## src/rtl/wm_pkg.sv

```systemverilog
package wm_pkg;
  localparam int NUM_VEC = 8;
  localparam int IDX_W   = $clog2(NUM_VEC);
  localparam int CTL_W   = 3;
  localparam int RDY_W   = 2;

  typedef struct packed {
    logic [IDX_W-1:0] nxt;
    logic             last;
    logic             drive;
    logic             inc;
    logic             adv;
    logic             comb_or;
    logic [RDY_W-1:0] pol;
    logic [RDY_W-1:0] mask;
    logic [CTL_W-1:0] ctl;
  } vec_t;

  localparam int VEC_W = $bits(vec_t);
endpackage

```

## src/rtl/wm_vec_table.sv

```systemverilog
module wm_vec_table
  import wm_pkg::*;
(
  input  logic             clk_i,
  input  logic             rst_ni,
  input  logic             we_i,
  input  logic [IDX_W-1:0] waddr_i,
  input  vec_t             wdata_i,
  input  logic [IDX_W-1:0] raddr_i,
  output vec_t             rdata_o
);
  vec_t mem_q [NUM_VEC];

  for (genvar e = 0; e < NUM_VEC; e++) begin : g_ent
    always_ff @(posedge clk_i or negedge rst_ni) begin
      if (!rst_ni)                                 mem_q[e] <= '0;
      else if (we_i && waddr_i == IDX_W'(e))       mem_q[e] <= wdata_i;
    end
  end

  assign rdata_o = mem_q[raddr_i];
endmodule

```

## src/rtl/wm_ready_eval.sv

```systemverilog
module wm_ready_eval
  import wm_pkg::*;
(
  input  logic [RDY_W-1:0] rdy_i,
  input  logic [RDY_W-1:0] mask_i,
  input  logic [RDY_W-1:0] pol_i,
  input  logic             comb_or_i,
  output logic             met_o
);
  logic [RDY_W-1:0] match;
  logic             any_hit, all_hit;

  always_comb begin
    match   = ~(rdy_i ^ pol_i) & mask_i;
    any_hit = |match;
    all_hit = (match == mask_i);
    if (mask_i == '0)   met_o = 1'b1;
    else if (comb_or_i) met_o = any_hit;
    else                met_o = all_hit;
  end
endmodule

```

## src/rtl/wm_seq.sv

```systemverilog
module wm_seq
  import wm_pkg::*;
#(
  parameter int TO_W = 8
) (
  input  logic             clk_i,
  input  logic             rst_ni,
  input  logic             start_i,
  input  logic             met_i,
  input  logic             last_i,
  input  logic [IDX_W-1:0] next_i,
  input  logic [TO_W-1:0]  timeout_i,
  output logic             busy_o,
  output logic [IDX_W-1:0] idx_o,
  output logic             fire_o,
  output logic             done_o,
  output logic             err_o
);
  typedef enum logic {S_IDLE, S_RUN} st_t;

  st_t              st_q;
  logic [IDX_W-1:0] idx_q;
  logic [TO_W-1:0]  wcnt_q;
  logic             done_q, err_q, expire;

  assign busy_o = (st_q == S_RUN);
  assign fire_o = busy_o & met_i;
  assign expire = busy_o & ~met_i & (timeout_i != '0) & (wcnt_q == timeout_i);

  always_ff @(posedge clk_i or negedge rst_ni) begin
    if (!rst_ni) begin
      st_q   <= S_IDLE;
      idx_q  <= '0;
      wcnt_q <= '0;
      done_q <= 1'b0;
      err_q  <= 1'b0;
    end else begin
      done_q <= 1'b0;
      unique case (st_q)
        S_IDLE: if (start_i) begin
          st_q   <= S_RUN;
          idx_q  <= '0;
          wcnt_q <= '0;
          err_q  <= 1'b0;
        end
        S_RUN: begin
          if (met_i) begin
            wcnt_q <= '0;
            if (last_i) begin
              st_q   <= S_IDLE;
              done_q <= 1'b1;
            end else begin
              idx_q <= next_i;
            end
          end else if (expire) begin
            st_q   <= S_IDLE;
            err_q  <= 1'b1;
            wcnt_q <= '0;
          end else begin
            wcnt_q <= wcnt_q + 1'b1;
          end
        end
        default: st_q <= S_IDLE;
      endcase
    end
  end

  assign idx_o  = idx_q;
  assign done_o = done_q;
  assign err_o  = err_q;


  done_one_cycle_chk: assert property (@(posedge clk_i) disable iff (!rst_ni)
    done_o |=> !done_o);

  done_idle_chk: assert property (@(posedge clk_i) disable iff (!rst_ni)
    done_o |-> !busy_o);

  err_after_run_chk: assert property (@(posedge clk_i) disable iff (!rst_ni)
    $rose(err_o) |-> ($past(busy_o) && !busy_o && !done_o));

  no_restart_chk: assert property (@(posedge clk_i) disable iff (!rst_ni)
    (busy_o && start_i && !met_i && !expire) |=> (busy_o && $stable(idx_o)));
endmodule

```

## src/rtl/wave_master.sv

```systemverilog
module wave_master
  import wm_pkg::*;
#(
  parameter int ADDR_W = 8,
  parameter int TO_W   = 8,
  parameter int DATA_W = 16
) (
  input  logic              clk_i,
  input  logic              rst_ni,
  input  logic              cfg_we_i,
  input  logic [2:0]        cfg_addr_i,
  input  logic [14:0]       cfg_data_i,
  input  logic              start_i,
  input  logic              bus_16_i,
  input  logic [1:0]        fifo_sel_i,
  input  logic [ADDR_W-1:0] addr_base_i,
  input  logic [TO_W-1:0]   timeout_i,
  input  logic [1:0]        rdy_i,
  input  logic [DATA_W-1:0] fifo_rdata_i,
  input  logic [DATA_W-1:0] bus_din_i,
  output logic              busy_o,
  output logic              done_o,
  output logic              err_o,
  output logic [2:0]        ctl_o,
  output logic [1:0]        fifo_sel_o,
  output logic [ADDR_W-1:0] addr_o,
  output logic              fifo_adv_o,
  output logic [DATA_W-1:0] fifo_wdata_o,
  output logic [DATA_W-1:0] bus_dout_o,
  output logic              bus_oe_o
);
  localparam int LANES = DATA_W / 8;

  vec_t             cur;
  logic [IDX_W-1:0] idx;
  logic             met, fire, busy, launch;
  logic [ADDR_W-1:0] addr_q;
  logic [1:0]        sel_q;
  logic [DATA_W-1:0] lane_mask;

  wm_vec_table u_tab (
    .clk_i   (clk_i),
    .rst_ni  (rst_ni),
    .we_i    (cfg_we_i),
    .waddr_i (cfg_addr_i),
    .wdata_i (vec_t'(cfg_data_i)),
    .raddr_i (idx),
    .rdata_o (cur)
  );

  wm_ready_eval u_rdy (
    .rdy_i     (rdy_i),
    .mask_i    (cur.mask),
    .pol_i     (cur.pol),
    .comb_or_i (cur.comb_or),
    .met_o     (met)
  );

  wm_seq #(.TO_W(TO_W)) u_seq (
    .clk_i     (clk_i),
    .rst_ni    (rst_ni),
    .start_i   (start_i),
    .met_i     (met),
    .last_i    (cur.last),
    .next_i    (cur.nxt),
    .timeout_i (timeout_i),
    .busy_o    (busy),
    .idx_o     (idx),
    .fire_o    (fire),
    .done_o    (done_o),
    .err_o     (err_o)
  );

  assign launch = start_i & ~busy;

  always_ff @(posedge clk_i or negedge rst_ni) begin
    if (!rst_ni) begin
      addr_q <= '0;
      sel_q  <= '0;
    end else if (launch) begin
      addr_q <= addr_base_i;
      sel_q  <= fifo_sel_i;
    end else if (fire && cur.inc) begin
      addr_q <= addr_q + 1'b1;
    end
  end

  // lane 0 always live; upper lanes only in wide mode
  for (genvar l = 0; l < LANES; l++) begin : g_lane
    if (l == 0) begin : g_lo
      assign lane_mask[7:0] = 8'hFF;
    end else begin : g_hi
      assign lane_mask[l*8 +: 8] = {8{bus_16_i}};
    end
  end

  assign busy_o       = busy;
  assign ctl_o        = busy ? cur.ctl : '0;
  assign fifo_sel_o   = sel_q;
  assign addr_o       = addr_q;
  assign fifo_adv_o   = fire & cur.adv;
  assign bus_oe_o     = busy & cur.drive;
  assign bus_dout_o   = bus_oe_o ? (fifo_rdata_i & lane_mask) : '0;
  assign fifo_wdata_o = bus_din_i & lane_mask;


  ctl_idle_chk: assert property (@(posedge clk_i) disable iff (!rst_ni)
    !busy_o |-> (ctl_o == '0));

  adv_busy_chk: assert property (@(posedge clk_i) disable iff (!rst_ni)
    fifo_adv_o |-> busy_o);

  sel_hold_chk: assert property (@(posedge clk_i) disable iff (!rst_ni)
    (busy_o && $past(busy_o)) |-> $stable(fifo_sel_o));

  addr_step_chk: assert property (@(posedge clk_i) disable iff (!rst_ni)
    (busy_o && $past(busy_o) && !$past(fire && cur.inc)) |-> $stable(addr_o));

  oe_quiet_chk: assert property (@(posedge clk_i) disable iff (!rst_ni)
    !bus_oe_o |-> (bus_dout_o == '0));
endmodule

```

## config.mk

```make
export PLATFORM = sky130hd
export DESIGN_NAME = wave_master
export DESIGN_NICKNAME = d
export VERILOG_FILES = /design/src/rtl/wm_pkg.sv /design/src/rtl/wm_vec_table.sv /design/src/rtl/wm_ready_eval.sv /design/src/rtl/wm_seq.sv /design/src/rtl/wave_master.sv
export SDC_FILE = /design/constraint.sdc
export NUM_CORES = 1
export LEC_CHECK = 0
export ABC_AREA = 1
export BUFFER_PORTS_ARGS = -buffer_cell sky130_fd_sc_hd__clkbuf_2
export CORE_ASPECT_RATIO = 1.5
export CORE_MARGIN = 2
export CORE_UTILIZATION = 35
export CTS_BUF_LIST = sky130_fd_sc_hd__clkbuf_8
export DETAILED_ROUTE_END_ITERATION = 16
export GPL_TIMING_DRIVEN = 0
export SYNTH_ARGS = -nofsm -noshare
export SYNTH_HDL_FRONTEND = slang
export SYNTH_SLANG_ARGS = --single-unit
```

## constraint.sdc

```tcl
create_clock -name clk_i -period 2.18 [get_ports clk_i]
set_clock_uncertainty 0.1 [all_clocks]
set_input_delay 0.218 -clock clk_i [delete_from_list [all_inputs] [get_ports clk_i]]
set_output_delay 0.218 -clock clk_i [all_outputs]
set_load 0.05 [all_outputs]
```

==> flow_summary.toml, run 1 <==
[run_status]
status = "finished with violations"
violations = "negative setup slack"

[timing]
tns_ns = -8.77
slew_headroom = 0.424
worst_pin_slew_ns = 0.865
worst_slack_ns = -0.456
finalHoldViolCount = 0
post-route-period-util = 1.21
period_minus_slack_ns = 2.64
finalSetupViolCount = 39
drv_slew = 0
rsz0062_at_grt = "true"
fmax_ghz = 0.379

[grt]
grt_first_pass_wirelength_um = 35800
grt_pass1_vias = 6931
grt_usage = 0.218
overflow = 0
grt_max_degree = 103
antenna_found_initial = 0

[setup_path]
start_kind = "flip-flop"
critPathTopFamily = "simple AND/OR/NAND/NOR gates"
worstPathMaxFanout = 5
worstPathCellList = "inv_4 -> buf_12 -> buf_8 -> nand2_1 -> nand3_1 -> nand3_1 -> nand2_2 -> nand2_1 -> nand3_1 -> nand2_1 -> nand2_2 -> nand2_4 -> nand2_4 -> nand2_4 -> nor2_4 -> buf_8"
endpoint_kind = "output pin"
rrSetupSlack_ns = -0.13
cp_num_buf_inv = 4
r2r_end = "u_seq.idx_o[0]"
cpPeakStageDelay_ns = 0.45
critical_path_class = "flip-flop to output pin"
rr_worst_depth = 19
cp.required_ns = 1.86
crit_slowest_cell = "dfrtp_2"
r2r-start = "u_seq.idx_o[0]"
arrival_ns = 2.32

[routing]
ant_nets = 0
firstDrtPassIters = 5
first_iter_violations = 479
routed_wl_um = 23700
wire_per_inst_um = 17.2
via_per_inst = 5.06
via_count = 6987
post-route-drc-count = 0

[clocking]
clkTransAtPathRegs_ns = 0.09
cts_root_buf = "clkbuf_8"
htreeDepth = 4
numClockSinks = 144
clockBufferDepth = 2
cts_tree = "built"
numCtsBuffers = 17
clock_latency_ns = 0.46

[power_and_ir_drop]
power_density_mw_per_mm2 = 1270
power_leakage_nw = 4.75
irDropWorstVdd_mv = 0.519

[hold_path]
hp-class = "primary input to flip-flop"
min_delay_path_depth = 5
hold_start = "addr_base_i[5]"
min_to = "addr_o[5]"

[yosys]
syn_inst = 917
ys_types = 33
yosys_register_bits = 144
synth_warnings = 0
synth.net_count = 994
postSynthAreaPerCell_um2 = 7.74
yosysSeqAreaShare = 0.508
netlist_area_mm2 = 0.00710

[layout]
fillers = 1898
syn_to_final_growth_pct = 39.2
final_cell_area_mm2 = 0.00988
drive_gt1_frac = 0.268
finalNetCount = 1184
diodes = 0
finalNonFillerCells = 1380
seq_area_mm2 = 0.00361
final_util = 0.497
multi_input_area_mm2 = 0.00339

[floorplanning]
ioPinCount = 125
start_util = 0.357
rows = 63
die_x_um = 120
dieArea_mm2 = 0.0215
core_area_mm2 = 0.0199
die_h_um = 178

[run]
maxCapViolCount = 0

[placement]
place_area_mm2 = 0.00811
port-buffer-count = 115
dp_cells = 1293
place.gp.congestion = 0.841
dpl.hpwl_um = 15000
[Yosys cell counts]
cell / number / area share
a211o_1: 1 / 0.0012
a21oi_1: 14 / 0.0099
a31o_2: 1 / 0.0012
a31oi_1: 7 / 0.0062
and3b_1: 1 / 0.0012
buf_1: 1 / 0.00053
buf_2: 15 / 0.011
buf_4: 9 / 0.0095
clkbuf_1: 35 / 0.019
clkinv_1: 1 / 0.00053
dfrtp_1: 144 / 0.51
ha_1: 2 / 0.0035
inv_1: 68 / 0.036
inv_2: 3 / 0.0016
nand2_1: 252 / 0.13
nand2_2: 4 / 0.0035
nand3_1: 43 / 0.030
nand3_2: 1 / 0.0014
nand3_4: 1 / 0.0025
nand4_1: 6 / 0.0053
nor2_1: 92 / 0.049
nor3_1: 6 / 0.0042
nor3b_1: 1 / 0.0011
nor4_1: 2 / 0.0018
o211ai_1: 2 / 0.0021
o211ai_2: 1 / 0.0018
o21ai_0: 163 / 0.11
o21ai_1: 9 / 0.0063
o21bai_1: 6 / 0.0063
o221ai_1: 2 / 0.0025
o22ai_1: 10 / 0.0088
xnor2_1: 6 / 0.0074
xor2_1: 8 / 0.0099
[report_power, final]
| group | internal [W] | switching (W) |
|---|---|---|
| clock | 0.00106 | 0.00111 |
| combinational | 0.00275 | 0.00399 |
| sequential | 0.00323 | 0.000386 |
[cell type report]
cell class	count	area share
well taps	260	0.0329
inverters	72	0.0291
clock buffers	18	0.0251
plain buffers	57	0.0423
repair buffers	172	0.146
clock inverters	14	0.0160
flip-flops and latches	144	0.365
multi-input cells	642	0.343
repair inverters	1	0.000633
[through the flow]
stage | power, W | setup slack (ns) | hold WS [ns]
2_1_floorplan | 0.00681 | -0.107 | -0.178
6_report | 0.0125 | -0.456 | 0.0219
5_1_grt | 0.0132 | -0.576 | 0.0473
4_1_cts | 0.0118 | -0.533 | 0.0134
3_5_place_dp | 0.00806 | -0.778 | 0.0782
3_3_place_gp | 0.00799 | -1.75 | 0.342
[registers in the layout (all words and copies together) (netlist names)]
register / cells
u_seq.idx_o: 3
u_seq.wcnt_q: 8
fifo_sel_o: 2
u_seq.busy_o: 1
addr_o: 8
u_tab.mem_q: 120
u_seq.err_o: 1
u_seq.done_o: 1
[cell usage in the layout, fill, tap and decap left out, drive strengths merged, types with 7 or more instances in the layout]
cell / synthesis / layout
a21oi: 14 / 14
a31oi: 7 / 7
buf: 25 / 84
clkbuf: 35 / 146
clkinv: 1 / 8
dfrtp: 144 / 144
dlygate4sd3: 0 / 17
inv: 71 / 75
nand2: 256 / 256
nand3: 45 / 46
nor2: 92 / 92
o21ai: 172 / 172
o22ai: 10 / 10
xor2: 8 / 8
[kinds of logic after synthesis]
| logic type | synth area share |
|---|---|
| XOR/XNOR | 0.0173 |
| adder cells (fa/ha/maj) | 0.00352 |
| buffers and inverters | 0.0772 |
| AND/OR/NAND/NOR | 0.233 |
| flip-flops | 0.508 |
| AO/OA/AOI/OAI | 0.161 |
[repair_timing]
action                                  CTS  global route
gates resized for setup                 153            84
cloned                                    4             0
endpoints found under the hold margin    58             0
hold buffers                             17             0
pin swaps                                16            20
endpoints found under the setup margin   41            42
buffers inserted                         29             8
[routing by layer]
layer | global-route usage | vias up | wire, um
met2 | 0.388 | 261 | 12100
met5 | 0 | - | 0
met3 | 0.0339 | 56 | 1270
met4 | 0.103 | 0 | 757
met1 | 0.255 | 3320 | 9540
li1 | - | 3350 | -
[tightest hold or removal path: cells and delay by family]
family                 cells  cell delay [ns]
AO/OA/AOI/OAI              1             0.06
buffers and inverters      1             0.08
AND/OR/NAND/NOR            3             0.19
[worst max-delay path by stage]
| stage | cells past startpoint | slack (ns) | start | to |
|---|---|---|---|---|
| finish | 16 | -0.46 | u_seq.idx_o[0] | fifo_adv_o |
| global route | 16 | -0.58 | u_seq.idx_o[0] | fifo_adv_o |
| CTS | 16 | -0.53 | u_seq.idx_o[0] | fifo_adv_o |
| detailed placement | 9 | -0.78 | u_seq.idx_o[1] | fifo_adv_o |
| global placement | 1 | -1.75 | rst_ni | u_tab.mem_q[3] |
| floorplan | 7 | -0.11 | u_seq.idx_o[0] | bus_dout_o[0] |
Power figures use the tool's default switching activity.
==> run 2: changes to the inputs <==
- CELL_PAD_IN_SITES_DETAIL_PLACEMENT: default -> 0
- CELL_PAD_IN_SITES_GLOBAL_PLACEMENT: default -> 1
- PLACE_DENSITY_LB_ADDON: default -> 0.1
==> run 2 against run 1 <==
The flow still finishes with violations (negative setup slack). First-iteration DRC count is 21% lower. Via count is 2.0% lower. Worst hold slack better by 0.0040 ns. Core utilization is 1.0 points lower. Routed wire length is 2.3% higher. Worst setup slack better by 0.0076 ns. Final area is 2.1% lower.
==> flow_summary.toml, run 2 (synthesis results as in run 1) <==
[routing]
wire_per_inst_um = 17.8
ant_nets = 0
post-route-drc-count = 0
routed_wl_um = 24200
first_iter_violations = 378
firstDrtPassIters = 5
via_count = 6849
via_per_inst = 5.02

[layout]
multi_input_area_mm2 = 0.00331
layout_commonest_cell = "nand2_1"
regMostFlops = "u_tab.mem_q"
seq_area_mm2 = 0.00360
diodes = 0
final_util = 0.487
syn_to_final_growth_pct = 36.3
final_cell_area_mm2 = 0.00967
largest_reg_flops = 120
finalNetCount = 1173
most-common-layout-cells = "231 x nand2_1, 153 x o21ai_0, 143 x dfrtp_1, 96 x clkbuf_2, 69 x nor2_1"
fillers = 2009
drive_gt1_frac = 0.255

[hold_path]
hold_start = "cfg_data_i[8]"
min_delay_path_depth = 3
hp-class = "primary input to flip-flop"
min_to = "u_tab.mem_q[8]"

[floorplanning]
ioPinCount = 125
start_util = 0.357
dieArea_mm2 = 0.0215
core_area_mm2 = 0.0199
die_x_um = 120
rows = 63
die_h_um = 178

[placement]
port-buffer-count = 115
place_area_mm2 = 0.00811
place.gp.congestion = 0.799
dpl.hpwl_um = 16100
post-place-ws_ns = -0.729

[grt]
grt_pass1_vias = 6736
grt_max_degree = 78
grt_first_pass_wirelength_um = 37500
antenna_found_initial = 0
grt_usage = 0.232
overflow = 0

[clocking]
cts_tree = "built"
cts_root_buf = "clkbuf_8"
clkTransAtPathRegs_ns = 0.08
clock_latency_ns = 0.46
htreeDepth = 4
numClockSinks = 144
clockBufferDepth = 2
numCtsBuffers = 17

[run]
maxCapViolCount = 0

[timing]
drv_slew = 0
worst_slack_ns = -0.448
hold_ws_ns = 0.0259
fmax_ghz = 0.381
period_minus_slack_ns = 2.63
rsz0062_at_grt = "true"
worst_pin_slew_ns = 0.893
finalHoldViolCount = 0
tns_ns = -10.40
finalSetupViolCount = 36
post-route-period-util = 1.21
slew_headroom = 0.405

[setup_path]
worstPathMaxFanout = 10
critical_path_class = "flip-flop to output pin"
rr_worst_depth = 15
cp_num_buf_inv = 6
worstPathCellList = "buf_4 -> buf_6 -> buf_8 -> buf_8 -> buf_8 -> nor2_1 -> o22ai_1 -> o21ai_1 -> a31oi_4 -> clkbuf_8"
cpPeakStageDelay_ns = 0.47
cp.required_ns = 1.86
cp_common_cell = "buf_8"
endpoint_kind = "output pin"
rrSetupSlack_ns = -0.16
arrival_ns = 2.31
critPathTopFamily = "buffers and inverters"
crit_slowest_cell = "dfrtp_2"
r2r_end = "addr_o[2]"
r2r-start = "u_seq.idx_o[2]"
start_kind = "flip-flop"

[power_and_ir_drop]
power_density_mw_per_mm2 = 1260
switching_share = 0.423
p_int_w = 0.00703
power_leakage_nw = 4.69
switchingPower_w = 0.00515
irDropWorstVdd_mv = 0.410
p_comb_frac = 0.508
p_clk_frac = 0.196
p_seq_frac = 0.296

[run_status]
violations = "negative setup slack"
status = "finished with violations"
## run 2: layer usage
metal | routed length (um) | share of wire | GRT usage | up-vias
met5 | 0 | 0 | 0 | -
met1 | 10200 | 0.42 | 0.282 | 3328
met3 | 1020 | 0.042 | 0.0345 | 30
met2 | 12400 | 0.51 | 0.418 | 166
li1 | - | - | - | 3325
met4 | 527 | 0.022 | 0.0790 | 0
## run 2: metrics by stage
stage | std cells | power (W)
global placement | 1292 | 0.00807
finish | 1365 | 0.0122
global route | 1365 | 0.0129
CTS | 1361 | 0.0119
detailed placement | 1293 | 0.00811
floorplan | 917 | 0.00681
## run 2: worst max path at each step
stage,from,to,slack (ns),cells after the start
final,u_seq.idx_o[0],ctl_o[1],-0.45,10
after global routing,u_seq.idx_o[0],fifo_adv_o,-0.58,16
after detailed placement,u_seq.idx_o[1],ctl_o[1],-0.73,9
after CTS,u_seq.idx_o[0],fifo_adv_o,-0.54,15
after floorplan,u_seq.idx_o[0],bus_dout_o[0],-0.11,7
after global placement,rst_ni,u_tab.mem_q[97],-1.86,1
## run 2: power by group through the flow
stage	sequential, W	combinational (W)	clock, W
3_5_place_dp	0.00361	0.00450	0
2_1_floorplan	0.00385	0.00295	0
3_3_place_gp	0.00361	0.00447	0
6_report	0.00361	0.00619	0.00239
5_1_grt	0.00368	0.00670	0.00255
4_1_cts	0.00360	0.00586	0.00244
## run 2: final cells by class
class | instances | share of cell area
sequential | 144 | 0.373
tap | 260 | 0.0336
clock buffer | 22 | 0.0313
timing repair buffer | 161 | 0.134
buffer | 59 | 0.0442
multi-input combinational | 641 | 0.342
clock inverter | 6 | 0.0135
inverter | 72 | 0.0290
## run 2: worst reg2reg max path: stages, from the launching register on
cell and delay (ns):
dfrtp_1 0.59, inv_1 0.25, nand3_2 0.16, nand2_2 0.09
nand2_2 0.07, nand3_2 0.07, nand2_1 0.07, nand2_2 0.07
nand2_4 0.08, nand2_4 0.06, buf_4 0.14, buf_4 0.13
nand3_4 0.12, nand2_4 0.11, nand2_1 0.08, nand2_1 0.05
## run 2: timing repair
| item | CTS | global route |
|---|---|---|
| endpoints found under the hold margin | 93 | 0 |
| gates cloned | 2 | 0 |
| hold buffers | 18 | 0 |
| setup endpoints to repair | 42 | 42 |
| setup buffers | 21 | 5 |
| gates resized for setup | 148 | 62 |
| pin swaps | 14 | 25 |
